`config.mk`:
```
export PLATFORM = sky130hd
export DESIGN_NAME = fshr_unit
export DESIGN_NICKNAME = d
export VERILOG_FILES = /design/src/rtl/fshr_pkg.sv /design/src/rtl/fshr_core.sv /design/src/rtl/fshr_flags.sv /design/src/rtl/fshr_unit.sv
export SDC_FILE = /design/constraint.sdc
export NUM_CORES = 1
export LEC_CHECK = 0
export ABC_CLOCK_PERIOD_IN_PS = 1400
export BUFFER_PORTS_ARGS = -buffer_cell sky130_fd_sc_hd__buf_2
export CAP_MARGIN = 30
export CELL_PAD_IN_SITES_DETAIL_PLACEMENT = 0
export CELL_PAD_IN_SITES_GLOBAL_PLACEMENT = 2
export CORE_ASPECT_RATIO = 1.75
export CORE_MARGIN = 1.5
export CORE_UTILIZATION = 34
export DETAILED_ROUTE_END_ITERATION = 8
export PLACE_DENSITY_LB_ADDON = 0.15
export SLEW_MARGIN = 25
export SYNTH_ARGS = -nofsm -noshare
export SYNTH_HDL_FRONTEND = slang
export SYNTH_SLANG_ARGS = --single-unit
export TNS_END_PERCENT = 100
```
`constraint.sdc`:
```
create_clock -name clk -period 1.4 [get_ports clk]
set_input_delay 0.28 -clock clk [delete_from_list [all_inputs] [get_ports clk]]
set_output_delay 0.28 -clock clk [all_outputs]
set_load 0.01 [all_outputs]
```
`src/rtl/fshr_pkg.sv`:
```
package fshr_pkg;
  // flag vector positions
  localparam int unsigned FL_CF = 3;
  localparam int unsigned FL_SF = 2;
  localparam int unsigned FL_ZF = 1;
  localparam int unsigned FL_PF = 0;
  localparam int unsigned FL_N  = 4;

  typedef logic [FL_N-1:0] flag_vec_t;
endpackage

```
`src/rtl/fshr_core.sv`:
```
module fshr_core #(
  parameter int unsigned DATA_W = 32,
  parameter int unsigned AMT_W  = $clog2(DATA_W)
) (
  input  logic [DATA_W-1:0] dst,
  input  logic [DATA_W-1:0] src,
  input  logic [AMT_W-1:0]  amt,
  input  logic              wide,
  output logic [DATA_W-1:0] res,
  output logic              carry
);
  localparam int unsigned HALF = DATA_W / 2;
  localparam int unsigned CAT  = 2 * DATA_W;

  logic [CAT-1:0] stage [AMT_W+1];
  logic [AMT_W-1:0] amt_m1;

  // concatenated operand: fill source above destination at the active size
  always_comb begin
    if (wide) stage[0] = {src, dst};
    else      stage[0] = {{DATA_W{1'b0}}, src[HALF-1:0], dst[HALF-1:0]};
  end

  // logarithmic right shifter, one stage per amount bit
  for (genvar k = 0; k < AMT_W; k++) begin : g_stage
    always_comb begin
      if (amt[k]) stage[k+1] = stage[k] >> (2 ** k);
      else        stage[k+1] = stage[k];
    end
  end

  always_comb begin
    if (wide) res = stage[AMT_W][DATA_W-1:0];
    else      res = {dst[DATA_W-1:HALF], stage[AMT_W][HALF-1:0]};
  end

  // last bit leaving the destination
  assign amt_m1 = amt - 1'b1;
  assign carry  = dst[amt_m1];
endmodule

```
`src/rtl/fshr_flags.sv`:
```
module fshr_flags #(
  parameter int unsigned DATA_W = 32
) (
  input  logic [DATA_W-1:0] res,
  input  logic              wide,
  output logic              sign,
  output logic              zero,
  output logic              parity
);
  localparam int unsigned HALF = DATA_W / 2;

  always_comb begin
    sign   = wide ? res[DATA_W-1] : res[HALF-1];
    zero   = wide ? (res == '0) : (res[HALF-1:0] == '0);
    parity = ~^res[7:0];
  end
endmodule

```
`src/rtl/fshr_unit.sv`:
```
module fshr_unit
  import fshr_pkg::*;
#(
  parameter int unsigned DATA_W = 32,
  parameter int unsigned CNT_W  = 8
) (
  input  logic              clk,
  input  logic              rst_n,
  input  logic              in_valid_i,
  input  logic              wide_i,
  input  logic [DATA_W-1:0] dst_i,
  input  logic [DATA_W-1:0] src_i,
  input  logic [CNT_W-1:0]  cnt_i,
  input  logic [FL_N-1:0]   flags_i,
  output logic              out_valid_o,
  output logic [DATA_W-1:0] res_o,
  output logic [FL_N-1:0]   flags_o,
  output logic [FL_N-1:0]   flags_we_o
);
  localparam int unsigned AMT_W = $clog2(DATA_W);
  localparam int unsigned HALF  = DATA_W / 2;

  logic [AMT_W-1:0]  amt;
  logic              nz;
  logic [DATA_W-1:0] core_res;
  logic              core_cf, f_sf, f_zf, f_pf;
  logic [DATA_W-1:0] res_d;
  flag_vec_t         flags_d, we_d;
  logic              valid_q;
  logic [DATA_W-1:0] res_q;
  flag_vec_t         flags_q, we_q;

  assign amt = cnt_i[AMT_W-1:0];
  assign nz  = |amt;

  fshr_core #(.DATA_W(DATA_W), .AMT_W(AMT_W)) u_core (
    .dst(dst_i), .src(src_i), .amt(amt), .wide(wide_i),
    .res(core_res), .carry(core_cf)
  );

  fshr_flags #(.DATA_W(DATA_W)) u_flags (
    .res(core_res), .wide(wide_i),
    .sign(f_sf), .zero(f_zf), .parity(f_pf)
  );

  // next-state
  always_comb begin
    res_d   = dst_i;
    flags_d = flags_i;
    we_d    = '0;
    if (nz) begin
      res_d          = core_res;
      flags_d[FL_CF] = core_cf;
      flags_d[FL_SF] = f_sf;
      flags_d[FL_ZF] = f_zf;
      flags_d[FL_PF] = f_pf;
    end
    if (in_valid_i && nz) we_d = '1;
  end

  // registers
  always_ff @(posedge clk or negedge rst_n) begin
    if (!rst_n) begin
      valid_q <= 1'b0;
      res_q   <= '0;
      flags_q <= '0;
      we_q    <= '0;
    end else begin
      valid_q <= in_valid_i;
      we_q    <= we_d;
      if (in_valid_i) begin
        res_q   <= res_d;
        flags_q <= flags_d;
      end
    end
  end

  assign out_valid_o = valid_q;
  assign res_o       = res_q;
  assign flags_o     = flags_q;
  assign flags_we_o  = we_q;

  p_valid_r1: assert property (@(posedge clk) disable iff (!rst_n)
    1'b1 |=> out_valid_o == $past(in_valid_i));

  p_hold_r3: assert property (@(posedge clk) disable iff (!rst_n)
    in_valid_i && (cnt_i[AMT_W-1:0] == '0) |=>
      (res_o == $past(dst_i)) && (flags_o == $past(flags_i)) && (flags_we_o == '0));

  p_upper_r5: assert property (@(posedge clk) disable iff (!rst_n)
    in_valid_i && !wide_i |=> res_o[DATA_W-1:HALF] == $past(dst_i[DATA_W-1:HALF]));

  p_parity_r9: assert property (@(posedge clk) disable iff (!rst_n)
    out_valid_o && flags_we_o[FL_PF] |-> flags_o[FL_PF] == ~^res_o[7:0]);

  p_idle_r11: assert property (@(posedge clk) disable iff (!rst_n)
    !in_valid_i |=> $stable(res_o) && (flags_we_o == '0));
endmodule

```
==> Word-level counts from Yosys, hierarchy flattened <==
Index checks and enable logic that the tools add are counted.
{ "totals": {"out_inout_bits": 41, "word_cells": 25, "ff_bits": 41, "input_bits": 80} }
{ "classes": {"n_addsub": 1, "n_mux": 14, "n_reduce_logical": 5, "magnitude_cmp": 1} }
{ "op_table": {"columns": ["operator", "n"], "rows": [
  ["two-way mux 32 bit", 3],
  ["two-way mux 63 bit", 1],
  ["two-way mux 62 bit", 1],
  ["two-way mux 60 bit", 1],
  ["two-way mux 56 bit", 1],
  ["two-way mux 48 bit", 1],
  ["logical NOT 32 bit", 1],
  ["logical NOT 16 bit", 1],
  ["two-way mux 4 bit", 2],
  ["XNOR reduction 8 bit", 1],
  ["less-than comparator 5 x 6 -> 1 bit, second input constant", 1],
  ["binary-select mux 1 bit (select 5 bit)", 1],
  ["OR reduction 5 bit", 1],
  ["subtractor 5 x 1 -> 5 bit, second input constant", 1],
  ["two-way mux 1 bit", 3],
  ["logical AND 1 bit", 1]
]} }

==> Longest topological paths before layout <==
{ "depth": {"word_depth": 10, "mapped_depth": 17, "mapped_depth_nobuf": 14} }

==> By module <==
From an unflattened synthesis, not the netlist that was laid out.
{ "hier_totals": {"hier_cells": 694, "hier_area_um2": 6313.6} }
{ "modules_own_cells": {"columns": ["mod", "area_per_inst_um2", "cells_each", "n_inst", "seq_area_each_um2"], "rows": [
  ["fshr_core", 4246.6, 456, 1, 0.0],
  ["fshr_unit", 1876.8, 212, 1, 950.9],
  ["fshr_flags", 190.2, 26, 1, 0.0]
]} }

==> Worst setup path after synthesis <==
No wires, ideal clock.
{ "synth_timing": {"path_type": "input to register", "from": "input port cnt_i[0]", "to": "register flags_q[3], in the netlist flags_o[3]", "t_required_ps": 1275, "path_slack_ps": -1737, "t_arrival_ps": 3013, "setup_time_ps": 125, "n_path_buf": 4, "stages": 12, "path_cell_list": "buf_6 buf_8 buf_6 inv_2 ha_1 buf_1 mux4_2 mux4_2 and2_1 a221oi_1 a31oi_1 mux2_2"} }
{ "synth_between": {"elab_chain_len": 4, "word_cells_on_any_way": 5, "cone_classes": "add/sub (1); mux (3); reduce/logical (1)"} }
{ "synth_rtl": {"columns": ["item", "line", "text"], "rows": [
  ["from (decl)", "fshr_unit.sv:13", "input logic [CNT_W-1:0] cnt_i,"],
  ["subtractor 5 x 1 -> 5 bit", "fshr_core.sv:38", "assign amt_m1 = amt - 1'b1;"],
  ["binary-select mux 1 bit (select 5 bit)", "fshr_core.sv:39", "assign carry = dst[amt_m1];"],
  ["two-way mux 1 bit (implied by the code)", "fshr_core.sv:39", null],
  ["two-way mux 4 bit *", "fshr_unit.sv:51", "if (nz) begin"],
  ["to (signal assigned)", "fshr_unit.sv:73", "flags_q <= flags_d;"],
  ["to (decl)", "fshr_unit.sv:31", "flag_vec_t flags_q, we_q;"]
]} }
Mark *: on every way between the ends. The rest lies on a longest branch, timed or not. The select of a mux whose other input is x is not followed.
A chain may end at the register's enable or synchronous reset.

==> Worst setup path in the final report <==
{ "layout_timing": {"from": "input port cnt_i[0]", "to": "register flags_q[1], in the netlist flags_o[1]"} }
{ "layout_between": {"elab_chain_len": 9, "word_cells_on_any_way": 11, "cone_classes": "mux (8); reduce/logical (3)"} }
{ "layout_rtl": {"columns": ["item", "line", "text"], "rows": [
  ["two-way mux 62 bit", "fshr_core.sv:27", "if (amt[k]) stage[k+1] = stage[k] >> (2 ** k);"],
  ["two-way mux 60 bit", "fshr_core.sv:27", null],
  ["two-way mux 56 bit", "fshr_core.sv:27", null],
  ["two-way mux 48 bit", "fshr_core.sv:27", null],
  ["two-way mux 32 bit", "fshr_core.sv:27", null],
  ["two-way mux 32 bit", "fshr_core.sv:33", "if (wide) res = stage[AMT_W][DATA_W-1:0];"],
  ["logical NOT 32 bit or logical NOT 16 bit (tied branches)", "fshr_flags.sv:14", "zero = wide ? (res == '0) : (res[HALF-1:0] == '0);"],
  ["two-way mux 1 bit", "fshr_flags.sv:14", null],
  ["two-way mux 4 bit *", "fshr_unit.sv:51", null]
]} }
Mark *: on every way between the ends. The rest lies on a longest branch, timed or not.

==> out/qor.csv <==
stage,metric,value,unit
status,status,finished with violations,
status,failing checks,setup timing,
logic_synthesis,Synth async-reset ratio,1.00,
power,share of power burned in registers,0.176,
floorplanning,Die Ht,179,um
power,power share of the combinational group,0.631,
sta,unrepaired setup endpoints after global routing,true,
logic_synthesis,complex-gate fraction of the synthesized area,0.216,
logic_synthesis,Syn Inst Count,674,
critical_path,FF-to-FF Start,flags_o[1],
sta,Slew headroom,0.641,
logic_synthesis,post-synthesis mux area share,0.375,
route,vias,7594,
critical_path,Setup crit start kind,primary input,
logic_synthesis,main combinational cell family by area after synthesis,multiplexers,
critical_path,crit path max-delay cell type,mux4_2,
global_route,vias in the first global route,7901,
run,Max Cap Viol,0,
sta,minimum clock period,2.73,ns
critical_path,reg-to-reg endpoint,flags_o[1],
power,Peak VDD IR,0.824,mV
logic_synthesis,number of synthesis warnings,0,
global_route,initial antenna violation count,0,
power,sw frac,0.380,
critical_path,critical path type,in -> reg,
sta,# setup viols final,37,
route,routed wire length,31700,um
final_layout,antenna cells,0,
logic_synthesis,Yosys reg bits,38,
final_layout,area grow syn2layout,76.2,%
final_layout,Nets,1141,
placement,GPL Wtd Cong,1.00,
final_layout,layout cells sized above 1,0.652,
logic_synthesis,Mapped Avg Cell Area,8.94,um^2
worst_hold_path,Hold Path Class,in -> async,
critical_path,worst reg-to-reg path cell count,6,
floorplanning,die area,18600,um^2
floorplanning,Die X,104,um
power,Power Total,7.76,mW
sta,fmax,366,MHz
critical_path,CP arrival,2.94,ns
clocking,clock tree buffer depth,2,
critical_path,crit-path cells,"buf_16, mux4_2, mux2_4, mux4_2, mux2i_2, ha_1, nand4_1, nor2_1, o21ai_1, nor4_2, nand4_1, o22ai_1",
logic_synthesis,Post-Synth XOR/XNOR Area,0.00872,
critical_path,critical path's largest stage delay,0.51,ns
route,DRC,0,
sta,Slew Limit Fails,0,
sta,measured slew at the worst slew-check pin,0.539,ns
route,drt wl/cell,24.6,um
global_route,first-pass GRT wire length,46700,um
logic_synthesis,synth unique cells,68,
critical_path,"Req. time, crit path",1.61,ns
sta,Worst Skew,0,ns
placement,HPWL after detailed placement,25100,um
global_route,Total GRT Usage,0.337,
clocking,hold buffers post-CTS,0,
final_layout,fin area,10600,um^2
power,Power Dens Cells,730,nW/um^2
global_route,"Remaining Overflow, GRT",0,
power,Sw Pwr,2.95,mW
global_route,largest net degree at the start of global routing,39,
floorplanning,starting density of the core,0.345,
floorplanning,core area,17500,um^2
logic_synthesis,sequential fraction of the synthesis area,0.158,
route,"antenna viol nets, final",0,
sta,Final WS setup,-1.33,ns
clocking,cts bufs inserted,5,
placement,dpl cells,1220,
route,drt first pass iters,5,
final_layout,final cell count without fillers,1288,
clocking,Sink Count,38,
logic_synthesis,Synth Area in Adders,0.0104,
clocking,CTS tree,yes,
final_layout,filler cell count,1599,
placement,Post-Place Cell Area,8710,um^2
critical_path,"reg-to-reg slack, setup",0.20,ns
final_layout,highest-count cells in the layout ignoring fill and taps,"buf_4, buf_2, nand2_1",
clocking,clock root cell,clkbuf_16,
sta,Final Cycle Share,1.95,
placement,Buffers on Ports,116,
logic_synthesis,post-synthesis simple-gate area fraction,0.151,
floorplanning,I/O pin total,121,
power,LEAKAGE,4.62,nW
clocking,Worst-Skew Late Latency,0.29,ns
logic_synthesis,"EDFF count, synth",0,
logic_synthesis,leading register cell type out of synthesis,dfrtp_1,
floorplanning,row cnt,64,
route,First DRT Iteration DRCs,457,
sta,Final Hold Fails,0,
logic_synthesis,Post-Syn Nets,759,
critical_path,CP Max Fanout,5,
clocking,H-tree levels,2,
final_layout,"most common cell after layout, fill and taps aside",buf_4,
power,clock share of power,0.193,
route,DR vias/cell,5.90,
clocking,clk slew on worst S/H paths,0.06,ns
critical_path,critical path endpoint category,register,
power,Int Pwr,4.81,mW
logic_synthesis,Mapped Area,6030,um^2
[cell usage after synthesis (4+ instances only)]
cell	instances	area, um^2
nor2b_1	8	50.1
dfrtp_1	38	951
o21ai_0	43	215
o21a_1	6	45.0
mux2_2	31	349
o221ai_1	4	35.0
mux2i_1	48	480
xnor2_1	5	43.8
o21ai_1	4	20.0
a211oi_1	16	120
o31ai_1	4	30.0
ha_1	5	62.6
nor3_1	7	35.0
clkbuf_4	5	37.5
nand2b_1	6	37.5
nor4_1	8	50.1
a221oi_1	7	61.3
mux4_1	6	158
o211ai_1	12	90.1
nand3_1	9	45.0
buf_2	11	55.1
a21oi_1	44	220
mux4_2	55	1240
nand2_1	95	357
clkbuf_1	24	90.1
nor2_1	52	195
inv_1	12	45.0
o22ai_1	9	56.3
buf_4	8	60.1
a31oi_1	8	50.1
buf_1	4	15.0
buf_6	13	146
a22oi_1	5	37.5
and2_1	8	50.1
[sequential cells by signal, indices dropped and copies added, names as in the netlist]
name         count
flags_o          4
out_valid_o      1
flags_we_o       1
res_o           32
[critical path, delay by kind of cell]
kind            cells  cell delay (ns)
mux                 4             1.51
simple gates        4             0.65
compound gates      2             0.20
fa+ha+maj           1             0.19
buf+inv             1             0.11
[routing by layer]
layer	vias up	share of wire	GRT usage
li1	3388	-	-
met1	3691	0.33	0.331
met2	382	0.52	0.624
met3	133	0.040	0.0276
met4	0	0.10	0.321
met5	-	0	0
[power groups by stage]
| stage | Sequential (mW) | Combinational, mW | Clock, mW |
|---|---|---|---|
| final | 1.37 | 4.90 | 1.49 |
| after global routing | 1.39 | 5.13 | 1.56 |
| after CTS | 1.37 | 4.55 | 1.50 |
| after detailed placement | 1.39 | 3.85 | 0 |
| after global placement | 1.37 | 3.81 | 0 |
| after floorplan | 1.46 | 1.83 | 0 |
[worst max-delay path by stage]
stage | from | end | slack [ns] | depth (start not counted)
2_1_floorplan | cnt_i[0] | flags_o[0] | -1.39 | 12
3_3_place_gp | cnt_i[0] | flags_o[1] | -1.81 | 16
3_5_place_dp | cnt_i[0] | flags_o[0] | -1.81 | 12
4_1_cts | cnt_i[0] | flags_o[0] | -1.25 | 11
5_1_grt | cnt_i[0] | flags_o[1] | -1.45 | 16
6_report | cnt_i[0] | flags_o[1] | -1.33 | 12
[repair_timing]
item	in CTS	in global routing
setup endpoints to repair	37	37
setup buffers	53	29
gates resized for setup	196	89
pin swaps	70	69
gates cloned	5	0
[layout make-up]
type | instances | area (um^2) | area share
Multi-Input combinational cell | 556 | 5550 | 0.522
Timing Repair Buffer | 442 | 3580 | 0.337
Sequential cell | 38 | 951 | 0.0895
Tap cell | 231 | 289 | 0.0272
Clock buffer | 5 | 125 | 0.0118
Clock inverter | 3 | 68.8 | 0.00648
Inverter | 13 | 65.1 | 0.00612
[metrics by stage]
step | utilization | hold WS (ns) | worst slack (ns) | setup TNS [ns]
finish | 0.609 | 0.0244 | -1.33 | -30.21
global route | 0.609 | 0.0745 | -1.45 | -32.69
CTS | 0.584 | 0.0489 | -1.25 | -30.22
detailed placement | 0.499 | 0.358 | -1.81 | -52.07
global placement | 0.499 | 0.347 | -1.81 | -50.81
floorplan | - | -0.0156 | -1.39 | -27.55
[kinds of logic (layout without fill, tap and decap cells)]
group,after synthesis,in the layout
adder cells (fa/ha/maj),5,5
flip-flops,38,38
buffers and inverters,80,463
AND/OR/NAND/NOR,206,206
multiplexers,142,142
AO/OA/AOI/OAI,197,197
XOR/XNOR,6,6
Note: power is estimated with default switching activity, not from simulation.
